File: src/rtl/ccp_pkg.sv
package ccp_pkg;

    typedef enum logic [3:0] {
        MODE_OFF        = 4'b0000,
        MODE_CAP_FALL   = 4'b0100,
        MODE_CAP_RISE   = 4'b0101,
        MODE_CAP_RISE4  = 4'b0110,
        MODE_CAP_RISE16 = 4'b0111,
        MODE_CMP_SET    = 4'b1000,
        MODE_CMP_CLR    = 4'b1001,
        MODE_CMP_FLAG   = 4'b1010,
        MODE_CMP_TRIG   = 4'b1011,
        MODE_PWM        = 4'b1100
    } mode_e;

    typedef enum logic {
        PIN_LOW  = 1'b0,
        PIN_HIGH = 1'b1
    } pin_state_e;

    function automatic logic mode_is_off(input logic [3:0] m);
        return m[3:2] == 2'b00;
    endfunction

    function automatic logic mode_is_capture(input logic [3:0] m);
        return m[3:2] == 2'b01;
    endfunction

    function automatic logic mode_is_compare(input logic [3:0] m);
        return m[3:2] == 2'b10;
    endfunction

    function automatic logic mode_is_pwm(input logic [3:0] m);
        return m[3:2] == 2'b11;
    endfunction

endpackage

File: src/rtl/ccp_capture_trig.sv
module ccp_capture_trig
    import ccp_pkg::*;
#(
    parameter int PRESC_W = 4
) (
    input  logic       clk,
    input  logic       rst_n,
    input  logic [3:0] mode_i,
    input  logic       pin_i,
    output logic       fire_o
);
    localparam logic [PRESC_W-1:0] LAST_OF_4  = PRESC_W'(3);
    localparam logic [PRESC_W-1:0] LAST_OF_16 = PRESC_W'(15);

    logic               pin_q;
    logic [PRESC_W-1:0] cnt_q;
    logic [PRESC_W-1:0] cnt_d;
    logic               rise;
    logic               fall;

    assign rise = pin_i & ~pin_q;
    assign fall = ~pin_i & pin_q;

    always_comb begin
        fire_o = 1'b0;
        cnt_d  = cnt_q;
        case (mode_i)
            MODE_CAP_FALL: fire_o = fall;
            MODE_CAP_RISE: fire_o = rise;
            MODE_CAP_RISE4: begin
                if (rise) begin
                    if (cnt_q == LAST_OF_4) begin
                        fire_o = 1'b1;
                        cnt_d  = '0;
                    end else begin
                        cnt_d = cnt_q + PRESC_W'(1);
                    end
                end
            end
            MODE_CAP_RISE16: begin
                if (rise) begin
                    if (cnt_q == LAST_OF_16) begin
                        fire_o = 1'b1;
                        cnt_d  = '0;
                    end else begin
                        cnt_d = cnt_q + PRESC_W'(1);
                    end
                end
            end
            default: ;
        endcase
        if (mode_is_off(mode_i)) begin
            cnt_d = '0;
        end
    end

    always_ff @(posedge clk or negedge rst_n) begin
        if (!rst_n) begin
            pin_q <= 1'b0;
            cnt_q <= '0;
        end else begin
            pin_q <= pin_i;
            cnt_q <= cnt_d;
        end
    end

endmodule

File: src/rtl/ccp_compare_hit.sv
module ccp_compare_hit #(
    parameter int W = 16
) (
    input  logic         clk,
    input  logic         rst_n,
    input  logic         active_i,
    input  logic [W-1:0] count_i,
    input  logic [W-1:0] ref_i,
    output logic         hit_o
);
    logic equal;
    logic equal_q;

    assign equal = active_i && (count_i == ref_i);
    assign hit_o = equal & ~equal_q;

    always_ff @(posedge clk or negedge rst_n) begin
        if (!rst_n) begin
            equal_q <= 1'b0;
        end else begin
            equal_q <= equal;
        end
    end

endmodule

File: src/rtl/ccp_pwm_timing.sv
module ccp_pwm_timing #(
    parameter int T2_W = 8
) (
    input  logic            clk,
    input  logic            rst_n,
    input  logic            active_i,
    input  logic            period_i,
    input  logic [T2_W-1:0] count_i,
    input  logic [T2_W-1:0] duty_i,
    output logic            load_o,
    output logic            zero_o,
    output logic            reach_o
);
    logic [T2_W-1:0] duty_buf_q;

    assign load_o  = active_i & period_i;
    assign zero_o  = (duty_i == '0);
    assign reach_o = active_i && (count_i == duty_buf_q);

    always_ff @(posedge clk or negedge rst_n) begin
        if (!rst_n) begin
            duty_buf_q <= '0;
        end else if (load_o) begin
            duty_buf_q <= duty_i;
        end
    end

endmodule

File: src/rtl/ccp_channel.sv
module ccp_channel
    import ccp_pkg::*;
#(
    parameter int DATA_W   = 8,
    parameter int T2_W     = 8,
    parameter int PRESC_W  = 4,
    parameter bit ADC_TRIG = 1'b1
) (
    input  logic                clk,
    input  logic                rst_n,
    input  logic [3:0]          mode_i,
    input  logic [2*DATA_W-1:0] t1_count_i,
    input  logic [T2_W-1:0]     t2_count_i,
    input  logic                t2_match_i,
    input  logic                cap_pin_i,
    input  logic                adc_en_i,
    input  logic                wr_en_i,
    input  logic                wr_addr_i,
    input  logic [DATA_W-1:0]   wr_data_i,
    input  logic                rd_addr_i,
    output logic [DATA_W-1:0]   rd_data_o,
    output logic                ccp_pin_o,
    output logic                irq_o,
    output logic                t1_clear_o,
    output logic                adc_start_o
);
    localparam int REG_W = 2 * DATA_W;

    logic [REG_W-1:0] ccpr;
    logic             cap_fire;
    logic             cmp_hit;
    logic             pwm_load;
    logic             pwm_zero;
    logic             pwm_reach;
    logic             trig_hit;
    logic             adc_fire;
    pin_state_e       pin_state;
    pin_state_e       pin_next;

    ccp_capture_trig #(.PRESC_W(PRESC_W)) u_cap (
        .clk    (clk),
        .rst_n  (rst_n),
        .mode_i (mode_i),
        .pin_i  (cap_pin_i),
        .fire_o (cap_fire)
    );

    ccp_compare_hit #(.W(REG_W)) u_cmp (
        .clk      (clk),
        .rst_n    (rst_n),
        .active_i (mode_is_compare(mode_i)),
        .count_i  (t1_count_i),
        .ref_i    (ccpr),
        .hit_o    (cmp_hit)
    );

    ccp_pwm_timing #(.T2_W(T2_W)) u_pwm (
        .clk      (clk),
        .rst_n    (rst_n),
        .active_i (mode_is_pwm(mode_i)),
        .period_i (t2_match_i),
        .count_i  (t2_count_i),
        .duty_i   (ccpr[T2_W-1:0]),
        .load_o   (pwm_load),
        .zero_o   (pwm_zero),
        .reach_o  (pwm_reach)
    );

    assign trig_hit = cmp_hit && (mode_i == MODE_CMP_TRIG);

    generate
        if (ADC_TRIG) begin : g_adc
            assign adc_fire = trig_hit & adc_en_i;
        end else begin : g_no_adc
            assign adc_fire = 1'b0;
        end
    endgenerate

    // Register: a hardware capture wins over a software byte write
    always_ff @(posedge clk or negedge rst_n) begin
        if (!rst_n) begin
            ccpr <= '0;
        end else if (cap_fire) begin
            ccpr <= t1_count_i;
        end else if (wr_en_i) begin
            if (wr_addr_i) begin
                ccpr[REG_W-1:DATA_W] <= wr_data_i;
            end else begin
                ccpr[DATA_W-1:0] <= wr_data_i;
            end
        end
    end

    assign rd_data_o = rd_addr_i ? ccpr[REG_W-1:DATA_W] : ccpr[DATA_W-1:0];

    // Pin state machine: next-state logic
    always_comb begin
        pin_next = pin_state;
        unique case (pin_state)
            PIN_LOW: begin
                if (mode_is_off(mode_i)) begin
                    pin_next = PIN_LOW;
                end else if (cmp_hit && (mode_i == MODE_CMP_SET)) begin
                    pin_next = PIN_HIGH;
                end else if (pwm_load && !pwm_zero) begin
                    pin_next = PIN_HIGH;
                end
            end
            PIN_HIGH: begin
                if (mode_is_off(mode_i)) begin
                    pin_next = PIN_LOW;
                end else if (cmp_hit && (mode_i == MODE_CMP_CLR)) begin
                    pin_next = PIN_LOW;
                end else if (pwm_load) begin
                    pin_next = pwm_zero ? PIN_LOW : PIN_HIGH;
                end else if (pwm_reach) begin
                    pin_next = PIN_LOW;
                end
            end
            default: pin_next = PIN_LOW;
        endcase
    end

    // Pin state machine: state register
    always_ff @(posedge clk or negedge rst_n) begin
        if (!rst_n) begin
            pin_state <= PIN_LOW;
        end else begin
            pin_state <= pin_next;
        end
    end

    // Event outputs
    always_ff @(posedge clk or negedge rst_n) begin
        if (!rst_n) begin
            irq_o       <= 1'b0;
            t1_clear_o  <= 1'b0;
            adc_start_o <= 1'b0;
        end else begin
            irq_o       <= cap_fire | cmp_hit;
            t1_clear_o  <= trig_hit;
            adc_start_o <= adc_fire;
        end
    end

    assign ccp_pin_o = (pin_state == PIN_HIGH) && !mode_is_off(mode_i);

endmodule

File: config.mk
export PLATFORM = sky130hd
export DESIGN_NAME = ccp_channel
export DESIGN_NICKNAME = d
export VERILOG_FILES = /design/src/rtl/ccp_pkg.sv /design/src/rtl/ccp_capture_trig.sv /design/src/rtl/ccp_compare_hit.sv /design/src/rtl/ccp_pwm_timing.sv /design/src/rtl/ccp_channel.sv
export SDC_FILE = /design/constraint.sdc
export NUM_CORES = 1
export LEC_CHECK = 0
export BUFFER_PORTS_ARGS = -buffer_cell sky130_fd_sc_hd__clkbuf_2
export CAP_MARGIN = 25
export CORE_ASPECT_RATIO = 0.7
export CORE_UTILIZATION = 49
export CTS_CLUSTER_SIZE = 20
export DETAILED_ROUTE_END_ITERATION = 12
export PLACE_DENSITY = 0.75
export SETUP_SLACK_MARGIN = 0.15
export SYNTH_ARGS = -nofsm -noshare
export SYNTH_HDL_FRONTEND = slang
export SYNTH_HIERARCHICAL = 1
export SYNTH_SLANG_ARGS = --single-unit
File: constraint.sdc
create_clock -name clk -period 2 [get_ports clk]
set_input_delay 0.1 -clock clk [delete_from_list [all_inputs] [get_ports clk]]
set_output_delay 0.1 -clock clk [all_outputs]
set_load 0.005 [all_outputs]
==> flow_metrics.tcl <==
set metrics [dict create \
    status "completed" \
    preCtsSetupSlack_ns -0.0243 \
    drive_gt1_share_pct 38.3 \
    dieArea_mm2 0.00443 \
    cts_htree_levels 2 \
    required_ns 2.19 \
    yosysUniqueCellTypes 46 \
    placed_cells 301 \
    drv_slew 0 \
    die_h_um 56.0 \
    clock_path_buffers 2 \
    ys.flop_type "dfrtp_1" \
    power_switching_w 0.000571 \
    clockRootBuffer "clkbuf_8" \
    setup-violations-final 0 \
    min-delay-path-class "primary input to flop" \
    num_vias 1738 \
    critPathMaxStageDelay_ns 0.57 \
    drv_cap 0 \
    cts_buffers 5 \
    power.density_mw_per_mm2 757 \
    async_flop_share_pct 100 \
    switching_share_pct 29.0 \
    relSlewSlack_pct 42.1 \
    fin_cells 318 \
    synth_nets 237 \
    grt_max_degree 35 \
    place_congestion 0.902 \
    hold_path_end "adc_start_o" \
    final_antenna_net_count 0 \
    crit_type "flop to flop" \
    fin_skew_ns 0.00555 \
    floorplan.initialDensity_pct 51.7 \
    synth.avg_cell_area_um2 10.6 \
    netlist_instances 192 \
    end_kind "flop" \
    antenna_found_initial 0 \
    drc 0 \
    cp-start-kind "flop" \
    fmax_mhz 509 \
    path_max_fanout 2 \
    multi_input_area_mm2 0.00119 \
    worstReg2RegStart "ccpr[15]" \
    irDropWorstVdd_v 0.000359 \
    hpwl_um 3480 \
    crit_arrival_ns 2.16 \
    netlist_top_cells_area "dfrtp_1 42%, mux2i_1 9.3%, xnor2_1 7.7%, mux2_2 5.5%, o21ai_1 3.9%" \
    finalCritPeriodShare_pct 98.2 \
    critical_path.top_delay_family "simple AND/OR/NAND/NOR gates" \
    seqPwrFrac_pct 45.6 \
    hold_viol 0 \
    wl_per_cell_um 15.0 \
    sequential_cell_area_um2 851 \
    overflow 0 \
    critPathSlowestCell "or4_4" \
    fin_area_mm2 0.00260 \
    yosys_warnings 6 \
    grt_pass1_vias 1679 \
    synth_top_area_cell "dfrtp_1" \
    path_cells "xnor2_1, nand4_1, or4_4, nor3_4, and4bb_1, a22oi_2, o221ai_2" \
    path_buf_inv 0 \
    rsz0062_at_grt "yes" \
    netlist_area_mm2 0.00204 \
    grt_pass1_wl_um 7790 \
    min_from "adc_en_i" \
    port_buffers 55 \
    clkSlewWorstSetupHoldPaths_ns 0.07 \
    synth_edf_count 0 \
    p_int_w 0.00140 \
    layout.nets 310 \
    diodes 0 \
    reg2reg_depth 7 \
    first_pass_iters 5 \
    synth_top_area_share_pct 41.7 \
    comb_power_share_pct 28.4 \
    dr_wl_met2_um 2210 \
    grt.total_usage_pct 23.4 \
    routed_wl_um 4760 \
    rr_endpoint "pin_state" \
    cts_sinks 34 \
    cts_tree "yes" \
    vias_per_cell 5.47 \
    p_clk_share_pct 26.0 \
    num_io_pins 56 \
    fin_crit_ns 1.96 \
    synth-seq-cells 34 \
    area_growth_pct 27.6 \
    power.leakage_nw 1.23 \
    post-route-util_pct 66.0 \
    layout_setup_ws_ns 0.0365 \
    seq_area_frac_synth_pct 41.7 \
    hold_depth 2 \
    met3_length_um 208 \
    placed_area_mm2 0.00242 \
    dr.max_layer_used "met4" \
    drt-initial-drc-count 80 \
    nFillCells 336 \
    die_x_um 79.1 \
    core_mm2 0.00395 \
    worst-r2r-setup-slack_ns 0.04 \
    tightest_slew_ns 0.868 \
    wl_met1_um 2310 \
    num_rows 19 \
    worstSkewPairLatency_ns 0.28 \
]
## power by group through the flow
stage          clock [W]  combinational [W]  sequential, W
6_report        0.000513           0.000559       0.000898
5_1_grt         0.000569           0.000611       0.000911
4_1_cts         0.000527           0.000552       0.000895
3_5_place_dp           0           0.000510       0.000913
3_3_place_gp           0           0.000498       0.000903
2_1_floorplan          0           0.000316       0.000891
## cell families (layout without fill, tap and decap cells)
family                   Yosys count  in the layout  share of synthesized area [%]
XOR/XNOR                          24             24                           10.3
adder cells (fa/ha/maj)            1              1                          0.613
buffers and inverters              6             80                           1.35
flip-flops                        34             34                           41.7
AO/OA/AOI/OAI                     33             33                           10.6
AND/OR/NAND/NOR                   59             59                           17.3
multiplexers                      35             35                           18.1
## layout make-up
class | instances | area share (%)
multi-input combinational | 152 | 45.8
tap | 52 | 2.50
sequential | 34 | 32.7
clock buffer | 7 | 3.32
timing repair buffer | 71 | 15.4
clock inverter | 1 | 0.192
inverter | 1 | 0.144
## metal layers
layer / GRT usage [%] / vias to the layer above
li1: - / 844
met1: 32.7 / 842
met2: 37.4 / 50
met3: 4.92 / 2
met4: 5.19 / 0
met5: 0 / -
## worst max-delay path by stage
stage | startpoint | to | cells past startpoint
3_3_place_gp | ccpr[12] | pin_state | 7
4_1_cts | ccpr[15] | pin_state | 7
5_1_grt | ccpr[8] | pin_state | 7
2_1_floorplan | ccpr[5] | pin_state | 7
6_report | ccpr[15] | pin_state | 7
3_5_place_dp | ccpr[5] | pin_state | 7
## repair_timing
action / CTS / global route
gates resized for setup: 3 / 1
hold endpoints to repair: 35 / 0
setup endpoints to repair: 2 / 2
pin swaps: 8 / 4
hold buffers: 2 / 0
buffers inserted: 5 / 2
## stage by stage
stage | setup TNS [ns] | total power, W | hold WS, ns
detailed placement | -0.0243 | 0.00142 | 0.246
global placement | 0 | 0.00140 | 0.250
finish | 0 | 0.00197 | 0.0428
global route | -0.0955 | 0.00209 | 0.0336
floorplan | 0 | 0.00121 | -0.196
CTS | 0 | 0.00197 | 0.0296
## Yosys cell counts (all sizes together), types with 2 or more instances
master / count
a21oi: 2
a22oi: 2
and2: 3
and3b: 2
buf: 2
clkbuf: 3
dfrtp: 34
mux2: 16
mux2i: 19
nand2: 21
nand2b: 2
nand3: 4
nand3b: 2
nand4: 4
nand4b: 2
nor2: 5
nor3: 2
o21ai: 19
o221ai: 2
o22ai: 2
o31ai: 2
or3b: 2
or4: 3
xnor2: 18
xor2: 6
## sequential cells by signal (all words and copies together), names as in the netlist
register and count:
u_cap/cnt_q 4, irq_o 1, adc_start_o 1, u_pwm/duty_buf_q 8, u_cmp/equal_q 1, u_cap/pin_q 1, pin_state 1, ccpr 16
t1_clear_o 1
## placed cells by master (no fill, tap or decap), types with 3 or more instances in the layout
cell and instances:
mux2_1 6, clkbuf_2 55, nand4_1 4, o21ai_1 16, mux2_2 10, nor2_1 5, o21ai_0 3, nand2_1 19
xor2_1 6, clkbuf_8 6, nand3_1 4, mux2i_1 19, buf_4 14, xnor2_1 17, dfrtp_1 34
Power figures use the tool's default switching activity.
